==> config.mk <==
export PLATFORM = sky130hd
export DESIGN_NAME = scl_timing_gen
export DESIGN_NICKNAME = d
export VERILOG_FILES = /design/src/rtl/scl_tg_pkg.sv /design/src/rtl/scl_tg_sync.sv /design/src/rtl/scl_tg_cfg.sv /design/src/rtl/scl_tg_down_cnt.sv /design/src/rtl/scl_timing_gen.sv
export SDC_FILE = /design/constraint.sdc
export NUM_CORES = 1
export LEC_CHECK = 0
export ABC_AREA = 1
export ABC_CLOCK_PERIOD_IN_PS = 3200
export BUFFER_PORTS_ARGS = -buffer_cell sky130_fd_sc_hd__buf_2
export CORE_ASPECT_RATIO = 0.5
export CORE_MARGIN = 2
export CORE_UTILIZATION = 55
export DETAILED_ROUTE_END_ITERATION = 8
export PLACE_DENSITY = 0.73
export SLEW_MARGIN = 20
export SYNTH_ARGS = -nofsm -noshare
export SYNTH_HDL_FRONTEND = slang
export SYNTH_SLANG_ARGS = --single-unit
==> constraint.sdc <==
create_clock -name clk -period 3.2 [get_ports clk]
set_input_delay 0.16 -clock clk [delete_from_list [all_inputs] [get_ports clk]]
set_output_delay 0.16 -clock clk [all_outputs]
set_load 0.02 [all_outputs]
==> src/rtl/scl_tg_pkg.sv <==
package scl_tg_pkg;
  localparam int PRESC_W   = 4;
  localparam int DLY_W     = 4;
  localparam int PER_W     = 8;
  localparam int PRESC_LSB = 28;
  localparam int SETUP_LSB = 20;
  localparam int HOLD_LSB  = 16;
  localparam int HIGH_LSB  = 8;
  localparam int LOW_LSB   = 0;
  localparam int LEN_W     = PER_W + PRESC_W + 1;

  typedef enum logic [1:0] {
    CMD_BIT     = 2'b00,
    CMD_START   = 2'b01,
    CMD_STOP    = 2'b10,
    CMD_RESTART = 2'b11
  } tg_cmd_e;

  typedef enum logic [2:0] {
    ST_IDLE, ST_START_HOLD, ST_LOW, ST_SETUP, ST_HIGH_WAIT, ST_HIGH
  } tg_state_e;

  typedef enum logic [1:0] {OP_BIT, OP_STOP, OP_RESTART} tg_op_e;

  // all lengths stored minus one, ready to load into a down-counter
  typedef struct packed {
    logic [LEN_W-1:0] low_m1;
    logic [LEN_W-1:0] high_m1;
    logic [LEN_W-1:0] hold_m1;
    logic [LEN_W-1:0] setup_m1;
    logic [LEN_W-1:0] high_mid;
  } tg_len_t;
endpackage

==> src/rtl/scl_tg_sync.sv <==
module scl_tg_sync #(
  parameter int STAGES = 2
) (
  input  logic clk,
  input  logic rst_n,
  input  logic d,
  output logic q
);
  logic [STAGES-1:0] chain_q;

  genvar gi;
  generate
    for (gi = 0; gi < STAGES; gi++) begin : g_stage
      if (gi == 0) begin : g_first
        always_ff @(posedge clk or negedge rst_n) begin
          if (!rst_n) chain_q[gi] <= 1'b1;
          else        chain_q[gi] <= d;
        end
      end else begin : g_next
        always_ff @(posedge clk or negedge rst_n) begin
          if (!rst_n) chain_q[gi] <= 1'b1;
          else        chain_q[gi] <= chain_q[gi-1];
        end
      end
    end
  endgenerate

  assign q = chain_q[STAGES-1];
endmodule

==> src/rtl/scl_tg_cfg.sv <==
module scl_tg_cfg
  import scl_tg_pkg::*;
(
  input  logic        clk,
  input  logic        rst_n,
  input  logic        enable,
  input  logic [31:0] timing_word,
  output tg_len_t     len
);
  logic [LEN_W-1:0] unit, lo_full, hi_full, su_full;
  tg_len_t          len_n, len_q;
  logic             unused_rsvd;

  assign unused_rsvd = ^timing_word[PRESC_LSB-1:SETUP_LSB+DLY_W];

  always_comb begin
    unit    = LEN_W'(timing_word[PRESC_LSB +: PRESC_W]) + LEN_W'(1);
    lo_full = (LEN_W'(timing_word[LOW_LSB +: PER_W]) + LEN_W'(1)) * unit;
    hi_full = (LEN_W'(timing_word[HIGH_LSB +: PER_W]) + LEN_W'(1)) * unit;
    su_full = (LEN_W'(timing_word[SETUP_LSB +: DLY_W]) + LEN_W'(1)) * unit;
    len_n.low_m1   = lo_full - LEN_W'(1);
    len_n.high_m1  = hi_full - LEN_W'(1);
    len_n.hold_m1  = LEN_W'(timing_word[HOLD_LSB +: DLY_W]) * unit;
    len_n.setup_m1 = su_full - LEN_W'(1);
    len_n.high_mid = hi_full >> 1;
  end

  // capture only while the peripheral is disabled
  always_ff @(posedge clk or negedge rst_n) begin
    if (!rst_n)       len_q <= '0;
    else if (!enable) len_q <= len_n;
  end

  assign len = len_q;

  AST_CFG_FROZEN: assert property (@(posedge clk) disable iff (!rst_n)
    (enable && $past(enable)) |-> $stable(len_q));
endmodule

==> src/rtl/scl_tg_down_cnt.sv <==
module scl_tg_down_cnt #(
  parameter int W = 13
) (
  input  logic         clk,
  input  logic         rst_n,
  input  logic         load,
  input  logic [W-1:0] load_val,
  output logic [W-1:0] count,
  output logic         zero
);
  logic [W-1:0] cnt_q, cnt_n;

  always_comb begin
    cnt_n = cnt_q;
    if (load)              cnt_n = load_val;
    else if (cnt_q != '0)  cnt_n = cnt_q - W'(1);
  end

  always_ff @(posedge clk or negedge rst_n) begin
    if (!rst_n) cnt_q <= '0;
    else        cnt_q <= cnt_n;
  end

  assign count = cnt_q;
  assign zero  = (cnt_q == '0);

  AST_CNT_STICKY_ZERO: assert property (@(posedge clk) disable iff (!rst_n)
    (!load && zero) |=> zero);
endmodule

==> src/rtl/scl_timing_gen.sv <==
module scl_timing_gen
  import scl_tg_pkg::*;
#(
  parameter int SYNC_STAGES = 2
) (
  input  logic        clk,
  input  logic        rst_n,
  input  logic        enable,
  input  logic [31:0] timing_word,
  input  logic        cmd_valid,
  input  logic [1:0]  cmd,
  input  logic        tx_bit,
  output logic        cmd_ready,
  input  logic        scl_in,
  output logic        scl_pull,
  output logic        sda_pull,
  output logic        shift_stb,
  output logic        sample_stb
);
  logic [1:0]       rst_sync_q;
  logic             rst_int_n;
  tg_len_t          len;
  tg_cmd_e          cmd_e;
  tg_state_e        state_q, state_n;
  tg_op_e           op_q, op_n;
  logic             scl_q, scl_n, sda_q, sda_n;
  logic             scl_seen;
  logic             ph_ld, dt_ld, ph_zero, dt_zero;
  logic [LEN_W-1:0] ph_val, dt_val, ph_cnt, dt_cnt_unused;
  logic             ready_c, shift_c;
  logic             samp_seen_q;

  // asynchronous assert, synchronous release
  always_ff @(posedge clk or negedge rst_n) begin
    if (!rst_n) rst_sync_q <= 2'b00;
    else        rst_sync_q <= {rst_sync_q[0], 1'b1};
  end
  assign rst_int_n = rst_sync_q[1];

  assign cmd_e = tg_cmd_e'(cmd);

  scl_tg_cfg u_cfg (
    .clk(clk), .rst_n(rst_int_n), .enable(enable),
    .timing_word(timing_word), .len(len)
  );

  scl_tg_sync #(.STAGES(SYNC_STAGES)) u_scl_sync (
    .clk(clk), .rst_n(rst_int_n), .d(scl_in), .q(scl_seen)
  );

  scl_tg_down_cnt #(.W(LEN_W)) u_phase_cnt (
    .clk(clk), .rst_n(rst_int_n), .load(ph_ld), .load_val(ph_val),
    .count(ph_cnt), .zero(ph_zero)
  );

  scl_tg_down_cnt #(.W(LEN_W)) u_data_cnt (
    .clk(clk), .rst_n(rst_int_n), .load(dt_ld), .load_val(dt_val),
    .count(dt_cnt_unused), .zero(dt_zero)
  );

  always_comb begin
    state_n = state_q;
    op_n    = op_q;
    scl_n   = scl_q;
    sda_n   = sda_q;
    ph_ld   = 1'b0;
    ph_val  = len.high_m1;
    dt_ld   = 1'b0;
    dt_val  = len.hold_m1;
    ready_c = 1'b0;
    shift_c = 1'b0;
    case (state_q)
      ST_IDLE: begin
        ready_c = 1'b1;
        if (cmd_valid && cmd_e == CMD_START) begin
          sda_n   = 1'b1;
          ph_ld   = 1'b1;
          ph_val  = len.high_m1;
          state_n = ST_START_HOLD;
        end
      end
      ST_START_HOLD: begin
        if (ph_zero) begin
          scl_n   = 1'b1;
          ph_ld   = 1'b1;
          ph_val  = len.low_m1;
          dt_ld   = 1'b1;
          dt_val  = len.hold_m1;
          state_n = ST_LOW;
        end
      end
      ST_LOW: begin
        ready_c = dt_zero;
        if (cmd_valid && dt_zero) begin
          dt_ld   = 1'b1;
          dt_val  = len.setup_m1;
          state_n = ST_SETUP;
          case (cmd_e)
            CMD_BIT: begin
              shift_c = 1'b1;
              sda_n   = ~tx_bit;
              op_n    = OP_BIT;
            end
            CMD_STOP: begin
              sda_n = 1'b1;
              op_n  = OP_STOP;
            end
            default: begin
              sda_n = 1'b0;
              op_n  = OP_RESTART;
            end
          endcase
        end
      end
      ST_SETUP: begin
        if (ph_zero && dt_zero) begin
          scl_n   = 1'b0;
          state_n = ST_HIGH_WAIT;
        end
      end
      ST_HIGH_WAIT: begin
        if (scl_seen) begin
          ph_ld   = 1'b1;
          ph_val  = len.high_m1;
          state_n = ST_HIGH;
        end
      end
      ST_HIGH: begin
        if (ph_zero) begin
          case (op_q)
            OP_BIT: begin
              scl_n   = 1'b1;
              ph_ld   = 1'b1;
              ph_val  = len.low_m1;
              dt_ld   = 1'b1;
              dt_val  = len.hold_m1;
              state_n = ST_LOW;
            end
            OP_STOP: begin
              sda_n   = 1'b0;
              state_n = ST_IDLE;
            end
            default: begin
              sda_n   = 1'b1;
              ph_ld   = 1'b1;
              ph_val  = len.high_m1;
              state_n = ST_START_HOLD;
            end
          endcase
        end
      end
      default: state_n = ST_IDLE;
    endcase
    if (!enable) begin
      state_n = ST_IDLE;
      scl_n   = 1'b0;
      sda_n   = 1'b0;
      ph_ld   = 1'b0;
      dt_ld   = 1'b0;
      ready_c = 1'b0;
      shift_c = 1'b0;
    end
  end

  always_ff @(posedge clk or negedge rst_int_n) begin
    if (!rst_int_n) begin
      state_q <= ST_IDLE;
      op_q    <= OP_BIT;
      scl_q   <= 1'b0;
      sda_q   <= 1'b0;
    end else begin
      state_q <= state_n;
      op_q    <= op_n;
      scl_q   <= scl_n;
      sda_q   <= sda_n;
    end
  end

  assign scl_pull   = scl_q;
  assign sda_pull   = sda_q;
  assign cmd_ready  = ready_c;
  assign shift_stb  = shift_c;
  assign sample_stb = enable && (state_q == ST_HIGH) && (op_q == OP_BIT) &&
                      (ph_cnt == len.high_mid);

  // tracks whether this high phase has already produced its sample strobe
  always_ff @(posedge clk or negedge rst_int_n) begin
    if (!rst_int_n)      samp_seen_q <= 1'b0;
    else if (scl_q)      samp_seen_q <= 1'b0;
    else if (sample_stb) samp_seen_q <= 1'b1;
  end

  AST_ONE_SAMPLE: assert property (@(posedge clk) disable iff (!rst_int_n)
    sample_stb |-> !samp_seen_q);
  AST_SHIFT_WHILE_LOW: assert property (@(posedge clk) disable iff (!rst_int_n)
    shift_stb |-> (scl_pull && !sample_stb));
  AST_SDA_STABLE_HIGH: assert property (@(posedge clk) disable iff (!rst_int_n)
    (state_q == ST_HIGH && op_q == OP_BIT) |-> $stable(sda_pull));
  AST_DISABLE_RELEASE: assert property (@(posedge clk) disable iff (!rst_int_n)
    !enable |=> (!scl_pull && !sda_pull && state_q == ST_IDLE));
endmodule

==> key figures <==
Critical path
  • CP arrival: 3.95 ns
  • Crit Path Category: input pin to register
  • CP startpoint kind: input pin
  • Crit Reg-Reg Endpoint: u_data_cnt.count[4]
  • Critical path launch point: timing_word[28]
  • Required @ worst endpoint: 3.49 ns
  • Crit Reg-Reg Startpoint: u_data_cnt.count[0]
  • Crit end category: register
  • R2R depth: 11
  • CP Max Fanout: 7
  • Worst R2R Setup Slack: 0.63 ns

Routing
  • DR WL met3: 1.45 mm
  • Routed via count: 9685
  • Final ANT Viol Nets: 0
  • WL/cell: 14.7 µm
  • Sum of routed wire segments on met1: 12.1 mm
  • TritonRoute pass-1 iters: 6
  • Routed WL: 26.9 mm
  • DRT iter0 DRCs: 721
  • Via-per-instance ratio: 5.30
  • Met2 wire len: 12.9 mm
  • Max layer used: met4
  • Post-route DRC violation count: 0

STA
  • Sum of negative setup slack: -7.18 ns
  • Slew headroom: 62.0%
  • Unrepaired setup endpoints after global routing: true
  • Number of setup violations in the final report: 29
  • Max Freq: 0.274 GHz
  • PnR worst setup slack: -0.456 ns
  • Worst-case clock skew: 0.0118 ns
  • Fin. Hold Viols: 0
  • Max Slew Vio Count: 0
  • Min Tclk post-route: 3.66 ns
  • Final worst path period share: 114%
  • Slew @ Worst Pin: 0.570 ns

Place
  • Place WS: -0.914 ns
  • Port bufs: 40
  • Routability congestion estimate: 0.901
  • Placed insts: 1783
  • Post-DP HPWL: 20.0 mm

CTS
  • Max H-tree Level: 3
  • Clk buf depth: 2
  • TritonCTS Buffers: 9
  • Clk Tree Root Cell: clkbuf_16
  • Worst-Skew Late Latency: 0.35 ns
  • CTS tree: yes
  • CTS clk-pin slew, worst paths: 0.07 ns
  • CTS Sinks: 98

Run status
  • Failing checks: setup timing
  • Outcome: finished with violations

Global routing
  • Vias in the first global route: 9381
  • Congestion Overflow GR: 0
  • First-pass GRT wire length: 43.1 mm
  • Initial antenna violation count: 0
  • GRT Util Overall: 27.3%
  • Largest net degree at the start of global routing: 52

Logic synthesis
  • Seq cells post-synth: 98
  • Primary FF master, synth: dfrtp_1
  • Dominant cells by area after synthesis: dfrtp_1 (24%), nand2_1 (13%), fa_1 (13%)
  • Netlist Area Pre-Place: 9850 µm²
  • Mapped Cells: 1386
  • Syn Area/Cell: 7.11 µm²
  • Number of synthesized flops with an enable pin: 0
  • Ys async rst share: 100%
  • Syn nets: 1577
  • Share of the synthesized area in the top cell type: 24.4%
  • Post-synth top area cell: dfrtp_1
  • Yosys warning total: 0
  • Unique masters post-synth: 47
  • Seq/Total Area, Yosys: 24.9%

Final layout
  • Fillers: 1279
  • Final nets: 1782
  • P&R area growth vs syn: 32.7%
  • Fraction of layout cells with a size suffix above 1: 29.2%
  • Most common cell after layout, fill and taps aside: nand2_1
  • Commonest cells after routing, fill and taps aside: nand2_1 (288), inv_1 (223), buf_4 (167)
  • Non-filler cells, final: 1829
  • Layout Utilization: 75.0%
  • Antenna diode count: 0
  • Register area: 2460 µm²
  • Multi-input gate area: 7300 µm²

Floorplanning
  • Chip Width: 193 µm
  • Number of cell rows: 34
  • I/O Pins: 45
  • Die Ht: 98.6 µm
  • Core ar.: 17400 µm²
  • Die area: 19100 µm²
  • Initial core utilization: 56.5%

Power
  • Pleak: 6.68 nW
  • IR Drop Worst-Case VDD: 0.000341 V
  • P per Cell Area: 645 nW/µm²

Worst hold path
  • Hold/Removal Path Class: input pin to async pin

Job
  • Max_cap viols: 0
[sequential cells by signal, summed over array words and instances (netlist names)]
| signal | cells |
|---|---|
| u_data_cnt.count | 13 |
| op_q | 2 |
| u_cfg.len | 61 |
| u_phase_cnt.count | 13 |
| rst_sync_q | 2 |
| state_q | 3 |
| scl_pull | 1 |
| u_scl_sync.q | 1 |
| u_scl_sync.chain_q | 1 |
| sda_pull | 1 |
[what timing repair did]
item	4_1_cts	5_1_grt
pin swaps	79	60
resized for setup	99	120
hold endpoints to repair	3	0
hold buffers	2	0
buffers inserted	21	9
setup endpoints to repair	33	38
[cell type report]
| cell class | count | share of cell area, % |
|---|---|---|
| clock inverter | 3 | 0.191 |
| inverter | 262 | 7.69 |
| tap | 234 | 2.24 |
| clock buffer | 12 | 1.96 |
| sequential | 98 | 18.8 |
| timing repair buffer | 224 | 13.3 |
| multi-input combinational | 996 | 55.8 |
[metal layers]
layer  vias to the layer above  track usage [%]
met3                        35             3.52
met4                         0             4.93
met1                      4623             38.0
met5                         -                0
li1                       4750                -
met2                       277             46.8
[synth_stat cells (2+ instances only)]
master and number:
a211oi_1 2, a21oi_1 47, a31oi_1 7, buf_1 4
buf_2 5, clkbuf_1 20, clkinv_1 3, dfrtp_1 96
dfstp_2 2, fa_1 62, ha_1 89, inv_1 256
inv_2 2, nand2_1 343, nand2_2 3, nand3_1 77
nand3_2 2, nand4_1 16, nor2_1 164, nor2_2 3
nor2_4 2, nor3_1 14, nor4_1 2, o2111ai_1 2
o211ai_1 3, o21a_1 3, o21ai_0 80, o21ai_1 2
o21bai_1 6, o22ai_1 6, o31ai_1 7, or2_2 3
xnor2_1 12, xor2_1 28
[worst max path at each step]
| stage | slack (ns) | to | cells after the start |
|---|---|---|---|
| floorplan | -0.57 | u_cfg.len[50] | 24 |
| global placement | -0.75 | u_cfg.len[50] | 22 |
| detailed placement | -0.91 | u_cfg.len[51] | 25 |
| CTS | -0.38 | u_cfg.len[50] | 24 |
| global route | -0.67 | u_cfg.len[51] | 24 |
| finish | -0.46 | u_cfg.len[51] | 24 |
[cell families after synthesis]
group	count (synthesis)	share of synthesized area, %
XOR/XNOR	40	3.56
adder cells (fa/ha/maj)	151	23.9
AO/OA/AOI/OAI	172	9.93
flip-flops	98	24.9
AND/OR/NAND/NOR	632	26.4
other	1	0.0381
buffers and inverters	292	11.3
[worst max-delay path: stages]
cell,delay [ns]
buf_8,0.08
ha_4,0.14
nand2_4,0.06
nor2_4,0.14
clkinv_4,0.09
or2_4,0.24
fa_1,0.47
fa_1,0.49
inv_1,0.05
fa_1,0.49
ha_4,0.35
nand2_2,0.10
nor2_4,0.13
nand2_2,0.08
nand3_2,0.06
nand2_2,0.06
nand2_2,0.10
buf_6,0.12
nand3_4,0.08
nor2_4,0.13
nand3_2,0.09
nand2_1,0.08
nand3_1,0.06
nand2_1,0.09
[metrics by stage]
stage | total power [mW] | hold slack [ns] | area (µm²)
after detailed placement | 6.29 | -0.0530 | 11800
after floorplan | 4.78 | -0.136 | 10300
after global routing | 9.07 | 0.143 | 13100
after global placement | 6.15 | -0.0550 | 11800
final | 8.43 | 0.128 | 13100
after CTS | 7.73 | 0.133 | 12600
[report_power, final]
part           leakage, nW  switching, mW  total [mW]  internal (mW)
logic                 5.37           2.94        5.49           2.54
clock network        0.135          0.466        1.03          0.569
registers             1.18          0.275        1.91           1.64
total                 6.68           3.68        8.43           4.75
No activity file was read; power rests on OpenSTA's default activity.
